**config.mk**
```make
export PLATFORM = sky130hd
export DESIGN_NAME = icap_unit
export DESIGN_NICKNAME = d
export VERILOG_FILES = /design/src/rtl/icap_pkg.sv /design/src/rtl/icap_sync.sv /design/src/rtl/icap_trig_fsm.sv /design/src/rtl/icap_store.sv /design/src/rtl/icap_unit.sv
export SDC_FILE = /design/constraint.sdc
export NUM_CORES = 1
export LEC_CHECK = 0
export BUFFER_PORTS_ARGS = -buffer_cell sky130_fd_sc_hd__buf_4
export CAP_MARGIN = 20
export CORE_ASPECT_RATIO = 1.1
export CORE_MARGIN = 2
export CORE_UTILIZATION = 32
export DETAILED_ROUTE_END_ITERATION = 12
export GPL_TIMING_DRIVEN = 0
export SLEW_MARGIN = 10
export SYNTH_ARGS = -nofsm -noshare
export SYNTH_HDL_FRONTEND = slang
export SYNTH_SLANG_ARGS = --single-unit
```
**constraint.sdc**
```tcl
create_clock -name clk_i -period 3.08 [get_ports clk_i]
set_input_delay 0.616 -clock clk_i [delete_from_list [all_inputs] [get_ports clk_i]]
set_output_delay 0.616 -clock clk_i [all_outputs]
set_load 0.05 [all_outputs]
```
**src/rtl/icap_pkg.sv**
```systemverilog
package icap_pkg;
    typedef enum logic [1:0] {
        TRIG_ANY   = 2'b00,
        TRIG_RISE  = 2'b01,
        TRIG_FALL  = 2'b10,
        TRIG_PULSE = 2'b11
    } trig_e;

    typedef enum logic [1:0] {
        ST_OFF  = 2'b00,
        ST_WAIT = 2'b01,
        ST_HALF = 2'b10
    } trig_state_e;
endpackage

```
**src/rtl/icap_sync.sv**
```systemverilog
module icap_sync #(
    parameter int STAGES = 2
) (
    input  logic clk_i,
    input  logic rst_ni,
    input  logic pin_i,
    output logic lvl_o,
    output logic rise_o,
    output logic fall_o
);
    logic [STAGES-1:0] chain_q;
    logic              prev_q;

    genvar g;
    generate
        for (g = 0; g < STAGES; g++) begin : g_stage
            if (g == 0) begin : g_first
                always_ff @(posedge clk_i or negedge rst_ni) begin
                    if (!rst_ni) chain_q[0] <= 1'b0;
                    else         chain_q[0] <= pin_i;
                end
            end else begin : g_next
                always_ff @(posedge clk_i or negedge rst_ni) begin
                    if (!rst_ni) chain_q[g] <= 1'b0;
                    else         chain_q[g] <= chain_q[g-1];
                end
            end
        end
    endgenerate

    // The previous level follows the pin at all times, enabled or not.
    always_ff @(posedge clk_i or negedge rst_ni) begin
        if (!rst_ni) prev_q <= 1'b0;
        else         prev_q <= chain_q[STAGES-1];
    end

    assign lvl_o  = chain_q[STAGES-1];
    assign rise_o =  chain_q[STAGES-1] & ~prev_q;
    assign fall_o = ~chain_q[STAGES-1] &  prev_q;
endmodule

```
**src/rtl/icap_trig_fsm.sv**
```systemverilog
module icap_trig_fsm
    import icap_pkg::*;
(
    input  logic        clk_i,
    input  logic        rst_ni,
    input  logic        en_i,
    input  trig_e       type_i,
    input  logic        rise_i,
    input  logic        fall_i,
    output trig_state_e state_o,
    output logic        fire_o
);
    trig_state_e state_q, state_d;
    trig_e       type_q;
    logic        retype;
    logic        any_edge;

    assign retype   = (type_i != type_q);
    assign any_edge = rise_i | fall_i;

    always_ff @(posedge clk_i or negedge rst_ni) begin
        if (!rst_ni) begin
            state_q <= ST_OFF;
            type_q  <= TRIG_ANY;
        end else begin
            state_q <= state_d;
            type_q  <= type_i;
        end
    end

    always_comb begin
        state_d = state_q;
        fire_o  = 1'b0;
        unique case (state_q)
            ST_OFF: begin
                if (en_i) state_d = ST_WAIT;                 // T_ENABLE
            end
            ST_WAIT: begin
                if (!en_i)       state_d = ST_OFF;           // T_DISABLE
                else if (retype) state_d = ST_WAIT;          // T_RETYPE
                else begin
                    unique case (type_i)
                        TRIG_ANY:   fire_o = any_edge;
                        TRIG_RISE:  fire_o = rise_i;
                        TRIG_FALL:  fire_o = fall_i;
                        TRIG_PULSE: if (any_edge) state_d = ST_HALF; // T_OPEN
                        default:    fire_o = 1'b0;
                    endcase
                end
            end
            ST_HALF: begin
                if (!en_i)         state_d = ST_OFF;         // T_DISABLE
                else if (retype)   state_d = ST_WAIT;        // T_RETYPE
                else if (any_edge) begin
                    state_d = ST_WAIT;                       // T_CLOSE
                    fire_o  = 1'b1;
                end
            end
            default: state_d = ST_OFF;
        endcase
    end

    assign state_o = state_q;
endmodule

```
**src/rtl/icap_store.sv**
```systemverilog
module icap_store #(
    parameter int TW = 32
) (
    input  logic          clk_i,
    input  logic          rst_ni,
    input  logic          fire_i,
    input  logic [TW-1:0] time_i,
    input  logic          clr_i,
    output logic [TW-1:0] cap_o,
    output logic          flag_o,
    output logic          strobe_o
);
    always_ff @(posedge clk_i or negedge rst_ni) begin
        if (!rst_ni) begin
            cap_o    <= '0;
            flag_o   <= 1'b0;
            strobe_o <= 1'b0;
        end else begin
            strobe_o <= fire_i;
            if (fire_i)     cap_o  <= time_i;
            if (fire_i)     flag_o <= 1'b1;   // capture wins over clear
            else if (clr_i) flag_o <= 1'b0;
        end
    end
endmodule

```
**src/rtl/icap_unit.sv**
```systemverilog
module icap_unit
    import icap_pkg::*;
#(
    parameter int TW          = 32,
    parameter int SYNC_STAGES = 2
) (
    input  logic          clk_i,
    input  logic          rst_ni,
    input  logic          pin_i,
    input  logic [TW-1:0] time_i,
    input  logic          en_i,
    input  logic [1:0]    type_i,
    input  logic          clr_i,
    output logic [TW-1:0] cap_o,
    output logic          flag_o,
    output logic          strobe_o
);
    logic        lvl_s;
    logic        rise_s;
    logic        fall_s;
    logic        fire;
    trig_state_e fsm_state;
    trig_e       trig;

    assign trig = trig_e'(type_i);

    icap_sync #(.STAGES(SYNC_STAGES)) sync_i (
        .clk_i  (clk_i),
        .rst_ni (rst_ni),
        .pin_i  (pin_i),
        .lvl_o  (lvl_s),
        .rise_o (rise_s),
        .fall_o (fall_s)
    );

    icap_trig_fsm fsm_i (
        .clk_i   (clk_i),
        .rst_ni  (rst_ni),
        .en_i    (en_i),
        .type_i  (trig),
        .rise_i  (rise_s),
        .fall_i  (fall_s),
        .state_o (fsm_state),
        .fire_o  (fire)
    );

    icap_store #(.TW(TW)) store_i (
        .clk_i    (clk_i),
        .rst_ni   (rst_ni),
        .fire_i   (fire),
        .time_i   (time_i),
        .clr_i    (clr_i),
        .cap_o    (cap_o),
        .flag_o   (flag_o),
        .strobe_o (strobe_o)
    );
endmodule

```
## After elaboration in Yosys (flattened, before gate mapping)

Cells that the tools add are included.
Widths: inputs -> output; s select.

- Bits in registers: 41
- Latch bits: 0
- Memory bits (writable): 0
- Memory bits (read-only): 0
- Input port bits: 39
- Logic and storage cells: 45
- Memories: 0

- Add/sub/neg operators: 0
- $mul: 0
- Div/mod/pow operators: 0
- Order comparisons: 0
- Equal/unequal tests: 10
- Shifts and indexed selects: 0
- Muxes and demuxes: 18
- Bitwise gates (word level): 5
- Reduce and logical (&&, ||, !) cells: 4

Operator list:

| kind | count |
|---|---|
| $mux 2 | 8 |
| $ne 4x2->1 const B | 3 |
| $mux 1 | 7 |
| $eq 2x2->1 const B | 3 |
| $pmux 2 s3 | 1 |
| $eq 2x1->1 const B | 2 |
| $logic_not 2->1 | 2 |
| $reduce_and 4->1 | 1 |
| $pmux 1 s3 | 1 |
| $and 1x1->1 | 2 |
| $ne 2x2->1 | 1 |
| $ne 2x2->1 const B | 1 |
| $not 1->1 | 2 |
| $pmux 1 s2 | 1 |
| $reduce_bool 2->1 | 1 |
| $or 1x1->1 | 1 |

## Longest topological paths before layout

Gate-level depths: netlist of the first run.

- Word-level depth: 8
- Gate-level depth with buffers: 8

## By module

A second synthesis of the first run with hierarchy kept.

- Cells, all modules: 111
- Area, all modules: 1809.2 um2

Modules (own cells, without submodules):

| module | times used | cells an instance | area each (um2) |
|---|---|---|---|
| icap_store | 1 | 72 | 1402.6 |
| icap_trig_fsm | 1 | 34 | 316.6 |
| icap_sync | 1 | 5 | 90.1 |

## Worst setup path after synthesis of the first run

No wires, ideal clock.

- Kind: reg-to-reg
- Start: reg sync_i.chain_q[1], in the netlist sync_i.lvl_o
- End: reg store_i.cap_o[10]
- Setup time: 0.125 ns
- Data arrival time: 1.828 ns
- Required time: 2.955 ns
- Setup slack: 1.127 ns
- Stages on the path, launching flop included: 9
- Clock period less this slack: 1.953 ns
- Path through: dfrtp_1 > inv_1 > ha_1 > or2_2 > a21oi_1 > o311a_1 > buf_6 > buf_12 > mux2_4

- Word-level cells in the longest chain between the ends: 7
- Elaborated cells between the ends (all ways): 11
- Classes of those cells: mux (7); bitwise (4)

Ends and longest elaborated chain:

| item | RTL line | source |
|---|---|---|
| start, declared | icap_sync.sv:11 | `logic [STAGES-1:0] chain_q;` |
| start signal, assigned by index | icap_sync.sv:25 | `else chain_q[g] <= chain_q[g-1];` |
| $not 1->1 | icap_sync.sv:39 | `assign fall_o = ~chain_q[STAGES-1] & prev_q;` |
| $and 1x1->1 | icap_sync.sv:39 |  |
| $or 1x1->1 | icap_trig_fsm.sv:19 | `assign any_edge = rise_i \| fall_i;` |
| $pmux 1 s3 / $mux 1 (equally long branches) | icap_trig_fsm.sv:42, icap_trig_fsm.sv:54 |  |
| $mux 1, on equally long branches | icap_trig_fsm.sv:40, icap_trig_fsm.sv:53 |  |
| $mux 1, on equally long branches | icap_trig_fsm.sv:39, icap_trig_fsm.sv:52 |  |
| $pmux 1 s2 * | icap_trig_fsm.sv:34 | `unique case (state_q)` |
| end signal, assigned | icap_store.sv:20 | `if (fire_i) cap_o <= time_i;` |
| end, declared | icap_store.sv:9 | `output logic [TW-1:0] cap_o,` |

Mark *: on every way between the ends. The rest lies on a longest branch, timed or not.
A chain may end at the register's enable or synchronous reset.

## Final worst setup path of the first run

- Start: reg sync_i.chain_q[1], in the netlist sync_i.lvl_o
- End: reg store_i.cap_o[17]

Same word-level chain as after synthesis.

==> results of run 1 <==
layout make-up:
type | instances | area (µm²)
fillers | 490 | 2890
flip-flops and latches | 41 | 1030
multi-input cells | 61 | 703
repair buffers | 72 | 541
well taps | 75 | 93.8
plain buffers | 4 | 71.3
clock buffers | 5 | 68.8
inverters | 5 | 18.8
clock inverters | 3 | 17.5
layer usage:
layer	routed length, µm	vias to the layer above
li1	-	536
met1	1590	606
met2	1950	44
met3	210	6
met4	43	0
met5	0	-
power by group through the flow:
stage                     combinational, mW  clock [mW]  sequential (mW)
after floorplan                       0.273           0             1.39
after global placement                 1.22           0            0.818
after detailed placement               1.23           0            0.819
after CTS                              1.23       0.361            0.821
after global routing                   1.27       0.389            0.845
final                                  1.22       0.347            0.819
worst register-to-register path, cell delays in order (launching register included):
cell	delay, ps
dfrtp_1	370
inv_1	50
ha_1	310
or2_2	300
a21oi_1	150
o311a_1	170
buf_6	160
buf_12	160
mux2_4	310
how the worst max path moves through the flow:
| stage | endpoint | cells after the start | start | slack [ps] |
|---|---|---|---|---|
| final | store_i.cap_o[17]$_DFFE_PN0P_ | 8 | sync_i.lvl_o$_DFF_PN0_ | 980 |
| after global routing | store_i.cap_o[17]$_DFFE_PN0P_ | 8 | sync_i.lvl_o$_DFF_PN0_ | 870 |
| after detailed placement | store_i.cap_o[12]$_DFFE_PN0P_ | 7 | type_i[1] | 860 |
| after CTS | store_i.cap_o[17]$_DFFE_PN0P_ | 8 | sync_i.lvl_o$_DFF_PN0_ | 960 |
| after floorplan | store_i.cap_o[10]$_DFFE_PN0P_ | 8 | sync_i.lvl_o$_DFF_PN0_ | 1130 |
| after global placement | store_i.cap_o[10]$_DFFE_PN0P_ | 7 | type_i[1] | 890 |
registers in the layout, summed over array words and instances (netlist names):
signal,flops
store_i.cap_o,32
sync_i.lvl_o,1
store_i.strobe_o,1
store_i.flag_o,1
fsm_i.type_q,2
sync_i.prev_q,1
fsm_i.state_o,2
sync_i.chain_q,1
cells in the final DEF, fill, tap and decap left out, drive strengths merged, types with 2 or more instances in the layout:
cell type	instances
o21ai	3
mux2	32
xor2	2
a22o	2
dfrtp	41
nor2b	2
inv	5
ha	6
clkbuf	5
buf	76
clkinv	2
a21oi	2
cells by family after synthesis:
family | count (synthesis)
flip-flops | 41
multiplexers | 32
AO/OA/AOI/OAI | 11
AND/OR/NAND/NOR | 10
buffers and inverters | 9
adder cells (fa/ha/maj) | 6
XOR/XNOR | 2
metrics by stage:
stage / hold WS, ps / instances / setup slack, ps / utilization [%] / instance area, µm²
finish: 304 / 266 / 977 / 46.8 / 2540
global route: 327 / 266 / 868 / 46.8 / 2540
CTS: 315 / 266 / 961 / 46.8 / 2540
detailed placement: 339 / 258 / 856 / 45.2 / 2450
global placement: 339 / 258 / 886 / 45.2 / 2450
floorplan: 320 / 111 / 1130 / - / 1820
==> results.md, run 1 <==
* Gr usage total at 13.0%
* Setup TNS at 0 ps
* Diode count at 0
* Synth Cell Area at 1820 µm²
* Worst slew pin tran at 522 ps
* RSZ-0062 raised after global routing: false
* Switching part of the total at 44.2%
* Crit Path Class: reg2reg
* Sequential power share at 34.3%
* Switching pwr at 1.05 mW
* DIE AREA at 6300 µm²
* # port buffers at 72
* Starting Density at 33.5%
* DRT iter0 DRCs at 51
* DIE WIDTH at 75.9 µm
* Yosys cell types at 24
* Post-synth EDFFs at 0
* Logic pwr share at 51.1%
* Setup Viol. Count Final at 0
* Routed length per instance at 14.3 µm
* Min cycle time layout at 2100 ps
* Met1 Use GR at 16.3%
* Met2 GRT Util at 20.4%
* VDD IR max at 0.475 mV
* First-pass GRT wire length at 6.24 mm
* Area leader, netlist: dfrtp_1
* Syn nets at 156
* Setup Buffers After CTS at 0
* Met3 usage at 4.13%
* Row count at 28
* Largest net degree at the start of global routing at 42
* Setup Skew at 4.58 ps
* Critical path launch point type: flip-flop
* R2r startpoint: sync_i.lvl_o$_DFF_PN0_
* Most common cell in the netlist: dfrtp_1
* Ys async rst share at 100%
* Leakage at 1.31 nW
* Top area cells in the synthesized netlist: dfrtp_1, mux2_4, ha_1
* ANT nets after route at 0
* Critical path buffers and inverters at 3
* Critical path required time at 3250 ps
* FF+latch count, synth at 41
* Post-synthesis adder-cell area fraction at 4.13%
* Post-synthesis mux area share at 25.6%
* GP Congestion at 0.688
* Clock Power Share at 14.5%
* Initial antenna violation count at 0
* Synth top cells by count: dfrtp_1, mux2_4, ha_1, inv_1, mux2_2
* Average size of a mapped cell at 16.4 µm²
* Max incr delay on CP at 370 ps
* CTS buffer count at 5
* Synth Area in Compound Gates at 4.26%
* Vias/cell at 4.48
* Slack of the worst reg-to-reg path at 980 ps
* Clock transition at path regs at 80 ps
* Max Fclk at 476 MHz
* Cell Int Power at 1.33 mW
* Pwr Total at 2.38 mW
* Gr ovfl total at 0
* Clock tree buffer depth at 2
* Crit path cell chain: inv_1 -> ha_1 -> or2_2 -> a21oi_1 -> o311a_1 -> buf_6 -> buf_12 -> mux2_4
* Total core area at 5430 µm²
* Top delay family on crit path: flip-flops
* DP HPWL at 2.74 mm
* 1st-pass router iterations at 4
* Status: finished clean
* CTS tree: yes
* Final Max Slew Viols at 0
* Synth Area in XOR/XNOR at 0.963%
* DR vias at 1192
* Vias in the first global route at 1310
* Drt total wl at 3.79 mm
* R2R depth at 8
* Hold Crit Class: in2async
* Post-layout nets at 235
* CTS H-tree lvls at 2
* Area Growth Syn to Fin at 39.6%
* Fraction of layout cells with a size suffix above 1 at 61.8%
* Drt drc at 0
* Synth Flop Type: dfrtp_1
* Sink Count at 41
* Resized cells post-CTS at 0
* CP Capture Type: flip-flop
* Seq/Total Area, Yosys at 56.4%
* Max FO, Critical Path at 10
* FF-to-FF End: store_i.cap_o[17]$_DFFE_PN0P_
* Height of the die at 83.1 µm
* Worst EP arrival at 2280 ps
* Main combinational cell family by area after synthesis: multiplexers
* Slew HR at 65.2%
* Hold Buf Count CTS at 0
* Worst-Skew Late Latency at 290 ps
* Max-cap violations at 0
* Final Hold Violating Endpoints at 0
* Post-Syn Instances at 111
* Yosys top cell area share at 56.4%
* Pwr per Cell Area at 939 nW/µm²
* CTS root buffer: clkbuf_8
* CP max stage cell: dfrtp_1
* Post-route clock period utilization at 68.3%
* Yosys warnings at 0
* # IOs at 73
* Most Used Layer, Global Route: met2
* Post-synthesis simple-gate area fraction at 3.71%
Power figures use the tool's default switching activity.
==> inputs of run 2 (changes only) <==
- clock period: 3.08 -> 1.8 ns (I/O delays scaled with it)
==> run 2 against run 1 <==
The run now ends with negative setup slack left. First-iteration DRC count is 55% lower. Count of clock-buffer cells in the layout stayed put. Die area stayed put. Sequential share of layout area is 1.4 points lower. Via count is 0.50% lower.
==> results.md, run 2 (synthesis gave the netlist of run 1 again) <==
* Status: complete, but fails checks
* Failing checks: negative setup slack
* CP Capture Type: flip-flop
* Gr ovfl total at 0
* Critical path buffers and inverters at 2
* Max Fclk at 522 MHz
* Vias in the first global route at 1275
* # IOs at 73
* Hold Crit Class: in2async
* CTS H-tree lvls at 2
* R2r startpoint: sync_i.prev_q$_DFF_PN0_
* Max FO, Critical Path at 10
* Final Max Slew Viols at 0
* DIE AREA at 6300 µm²
* ANT nets after route at 0
* Min cycle time layout at 1910 ps
* Leakage at 1.35 nW
* Pwr per Cell Area at 1670 nW/µm²
* Critical Path Source: sync_i.prev_q$_DFF_PN0_
* Setup TNS at -3060 ps
* Multi-input logic area at 722 µm²
* Clock transition at path regs at 90 ps
* Gr usage total at 12.7%
* Slack of the worst reg-to-reg path at -110 ps
* Critical path required time at 1980 ps
* Setup Viol. Count Final at 30
* Commonest non-fill, non-tap cell in the layout: buf_4
* Worst slew pin tran at 512 ps
* CTS root buffer: clkbuf_8
* Post-layout nets at 238
* R2R depth at 7
* Top delay family on crit path: flip-flops
* Clock tree buffer depth at 2
* First-pass GRT wire length at 6.07 mm
* DIE WIDTH at 75.9 µm
* Critical path launch point type: flip-flop
* Finished Layout Cells at 269
* Max incr delay on CP at 420 ps
* Fraction of layout cells with a size suffix above 1 at 63.9%
* Starting Density at 33.5%
* Routed length per instance at 13.7 µm
* Pwr Total at 4.40 mW
* Area Growth Syn to Fin at 44.7%
* Max-cap violations at 0
* Post-Place Worst Slack at -191 ps
* Top reg by flops: store_i.cap_o
* Crit Path Class: reg2reg
* Initial antenna violation count at 0
* Drt drc at 0
* Worst setup path end: store_i.cap_o[13]$_DFFE_PN0P_
* RSZ-0062 raised after global routing: true
* Filler cells at 493
* Slew HR at 65.9%
* Post-route clock period utilization at 106%
* 1st-pass router iterations at 3
* CTS tree: yes
* VDD IR max at 1.02 mV
* GP Congestion at 0.791
* Util after Layout at 48.5%
* Largest register FFs at 32
* DRT iter0 DRCs at 23
* Drt total wl at 3.70 mm
* Hold Buf Count CTS at 0
* CP max stage cell: dfrtp_1
* Final Hold Violating Endpoints at 0
* Height of the die at 83.1 µm
* Vias/cell at 4.41
* DP HPWL at 2.69 mm
* Largest net degree at the start of global routing at 42
* Row count at 28
* # port buffers at 72
* DR vias at 1186
* Worst-Skew Late Latency at 290 ps
* Total core area at 5430 µm²
* Crit path cell chain: ha_4 -> or2_4 -> a21oi_2 -> o311a_1 -> buf_6 -> buf_12 -> mux2_4
* Storage element area at 1030 µm²
* Commonest cells after routing, fill and taps aside: buf_4, dfrtp_1, mux2_4, ha_1, clkbuf_8
* Placed cells at 258
* Sink Count at 41
* CTS buffer count at 5
* Setup Skew at 9.09 ps
* Diode count at 0
* Setup ws final at -114 ps
* Worst EP arrival at 2100 ps
* FF-to-FF End: store_i.cap_o[13]$_DFFE_PN0P_
* CP Depth at 7
[run 2: cell count changes in the layout (fill, tap and decap cells not counted), sizes merged]
| cell | previous run | this run |
|---|---|---|
| clkinvlp | 1 | 0 |
| bufinv | 0 | 2 |
| inv | 5 | 6 |
| buf | 76 | 79 |
| clkinv | 2 | 0 |
[run 2: stage by stage]
| stage | instance area, µm² | hold WS [ps] |
|---|---|---|
| 2_1_floorplan | 1830 | 64.4 |
| 3_3_place_gp | 2460 | 336 |
| 3_5_place_dp | 2460 | 339 |
| 4_1_cts | 2630 | 42.6 |
| 5_1_grt | 2630 | 66.3 |
| 6_report | 2630 | 31.2 |
[run 2: layout make-up]
class	instances	area share, %
clock inverter	3	2.61
clock buffer	5	2.61
sequential	41	39.0
timing repair buffer	75	21.4
buffer	4	2.71
tap	75	3.56
inverter	5	0.713
multi-input combinational	61	27.4
[run 2: worst register-to-register path, stage by stage (launching register included)]
cell and delay, ps:
dfrtp_1 420, ha_4 260, or2_4 220, a21oi_2 110
o311a_1 190, buf_6 160, buf_12 150, mux2_4 310
[run 2: report_power, final]
group	internal, mW	leakage, nW	switching (mW)
Combinational	0.807	0.753	1.30
Sequential	1.22	0.529	0.176
Clock	0.558	0.0687	0.335
Total	2.58	1.35	1.81
[run 2: worst min-delay path by stage]
stage,from,end,slack (ps),cells past startpoint
after CTS,rst_ni,store_i.cap_o[25]$_DFFE_PN0P_,40,1
final,rst_ni,store_i.cap_o[18]$_DFFE_PN0P_,30,1
after detailed placement,sync_i.chain_q[0]$_DFF_PN0_,sync_i.lvl_o$_DFF_PN0_,340,0
after global routing,rst_ni,store_i.cap_o[24]$_DFFE_PN0P_,70,1
after floorplan,rst_ni,fsm_i.state_o[0]$_DFFE_PN0P_,60,0
after global placement,sync_i.chain_q[0]$_DFF_PN0_,sync_i.lvl_o$_DFF_PN0_,340,0
[run 2: what timing repair did]
item,CTS,global route
endpoints found under the setup margin,32,32
pin swaps,0,0
hold endpoints to repair,0,0
resized for setup,2,0
buffers inserted,3,0
[run 2: per-layer routing]
layer | GRT usage [%] | vias to the layer above | routed length (µm)
met1 | 15.6 | 582 | 1490
met2 | 19.7 | 53 | 1870
met3 | 5.34 | 6 | 299
met4 | 4.31 | 0 | 44
met5 | 0 | - | 0
li1 | - | 545 | -
==> inputs of run 3 (changes only) <==
- CORE_UTILIZATION: 32 -> 43
- PLACE_DENSITY: not set -> 0.75
==> run 3 against run 2 <==
The run still ends with negative setup slack left. Hold slack about the same. Count of clock-buffer cells in the layout did not move. Register-to-register slack worse by 40 ps. Cell count decreased by 7.4%. Global-route usage increased by 3.7 points. Critical path depth did not move. Maximum frequency decreased by 2.0%. Worst setup slack got worse by 39 ps. Routed wire length is 1.7% higher. Sequential share of layout area up 0.25 points. Highest routed layer unchanged.
==> results.md, run 3 (synthesis gave the netlist of run 1 again) <==
* Status: complete, but fails checks
* Failing checks: negative setup slack
* Post-layout nets at 241
* Largest register FFs at 32
* Sink Count at 41
* ANT nets after route at 0
* RSZ-0062 raised after global routing: true
* CTS tree: yes
* Drt drc at 0
* Worst EP arrival at 2130 ps
* Post-route design area at 2620 µm²
* Placed cells at 235
* DR vias at 1184
* Total core area at 4020 µm²
* Leakage at 1.34 nW
* Hold Crit Class: in2async
* CP Capture Type: flip-flop
* Vias in the first global route at 1277
* Diode count at 0
* R2r startpoint: sync_i.prev_q$_DFF_PN0_
* GP Congestion at 0.692
* Min Hold Slack at 31.0 ps
* Setup Viol. Count Final at 32
* Vias/cell at 4.76
* Top reg by flops: store_i.cap_o
* Placed cell area at 2430 µm²
* Hold Buf Count CTS at 0
* # port buffers at 72
* Pwr Total at 4.10 mW
* Pwr per Cell Area at 1570 nW/µm²
* CTS H-tree lvls at 2
* Height of the die at 72.2 µm
* Worst-Skew Late Latency at 300 ps
* # IOs at 73
* DP HPWL at 2.64 mm
* 1st-pass router iterations at 4
* Max Fclk at 512 MHz
* Finished Layout Cells at 249
* Gr usage total at 16.4%
* Crit Path Class: reg2reg
* Min cycle time layout at 1950 ps
* Setup Skew at 11.4 ps
* Critical path required time at 1970 ps
* Max FO, Critical Path at 7
* DIE AREA at 4770 µm²
* Largest net degree at the start of global routing at 42
* Drt total wl at 3.76 mm
* CTS root buffer: clkbuf_8
* Row count at 24
* Final Hold Violating Endpoints at 0
* First-pass GRT wire length at 5.95 mm
* VDD IR max at 0.836 mV
* Setup ws final at -153 ps
* Commonest non-fill, non-tap cell in the layout: buf_4
* Area Growth Syn to Fin at 43.9%
* DRT iter0 DRCs at 37
* Clock transition at path regs at 90 ps
* CTS buffer count at 5
* Critical path launch point type: flip-flop
* Fraction of layout cells with a size suffix above 1 at 67.0%
* Clock tree buffer depth at 2
* Worst slew pin tran at 503 ps
* Gr ovfl total at 0
* Final Max Slew Viols at 0
* Critical Path Source: sync_i.prev_q$_DFF_PN0_
* Slew HR at 66.4%
* Commonest cells after routing, fill and taps aside: buf_4, dfrtp_1, mux2_4, clkbuf_8
* Post-route clock period utilization at 109%
* Starting Density at 45.2%
* DIE WIDTH at 66.0 µm
* Initial antenna violation count at 0
* Max-cap violations at 0
* Routed length per instance at 15.1 µm
[run 3: cell types whose count changed in the layout (fill, tap and decap cells not counted), moves of 2 or more]
| cell | before | now |
|---|---|---|
| inv_1 | 4 | 2 |
| ha_1 | 5 | 3 |
| bufinv_16 | 2 | 0 |
| clkinv_2 | 0 | 2 |
[run 3: final timing paths]
check	slack, ps	endpoint	cells after the start
hold / removal	30	store_i.cap_o[11]$_DFFE_PN0P_	1
setup / recovery	-150	store_i.cap_o[19]$_DFFE_PN0P_	7
max in group asynchronous	1400	fsm_i.state_o[1]$_DFFE_PN0P_	1
setup reg to reg	-150	store_i.cap_o[19]$_DFFE_PN0P_	7
min in group clk_i	180	sync_i.chain_q[0]$_DFF_PN0_	1
hold reg to reg	350	sync_i.lvl_o$_DFF_PN0_	0
[run 3: worst max-delay path, stage by stage, from the launching register on]
cell and delay [ps]:
dfrtp_1 420, ha_4 260, or2_4 230, a21oi_2 130, o311a_1 180, buf_6 170
clkbuf_16 160, mux2_4 290
[run 3: final cells by class]
cell class | instances | area (µm²)
Fill cell | 307 | 1410
Sequential cell | 41 | 1030
Multi-Input combinational cell | 61 | 741
Timing Repair Buffer | 78 | 607
Buffer | 4 | 71.3
Clock buffer | 5 | 68.8
Tap cell | 52 | 65.1
Inverter | 5 | 21.3
Clock inverter | 3 | 17.5
[run 3: what timing repair did]
item / 4_1_cts / 5_1_grt
setup endpoints to repair: 32 / 33
gates resized for setup: 1 / 10
setup buffers: 5 / 0
gates cloned: 0 / 1
pin swaps: 0 / 2
[run 3: per-layer routing]
| layer | global-route usage [%] | part of all wire (%) | vias up |
|---|---|---|---|
| met1 | 19.6 | 39 | 578 |
| met2 | 28.1 | 53 | 46 |
| met4 | 5.90 | 2.0 | 0 |
| li1 | - | - | 552 |
| met3 | 5.12 | 5.7 | 8 |
| met5 | 0 | 0 | - |
[run 3: per-stage QoR]
step | setup TNS, ps | util, % | setup slack (ps)
3_5_place_dp | -5240 | 60.4 | -190
4_1_cts | -4870 | 63.6 | -174
3_3_place_gp | -3850 | 60.4 | -140
6_report | -4350 | 65.1 | -153
2_1_floorplan | -1700 | - | -62.5
5_1_grt | -6000 | 65.1 | -207
[run 3: power by group]
group          internal [mW]  switching, mW  leakage, nW
logic                  0.809           1.30        0.774
clock network          0.268          0.321       0.0439
registers               1.22          0.186        0.527
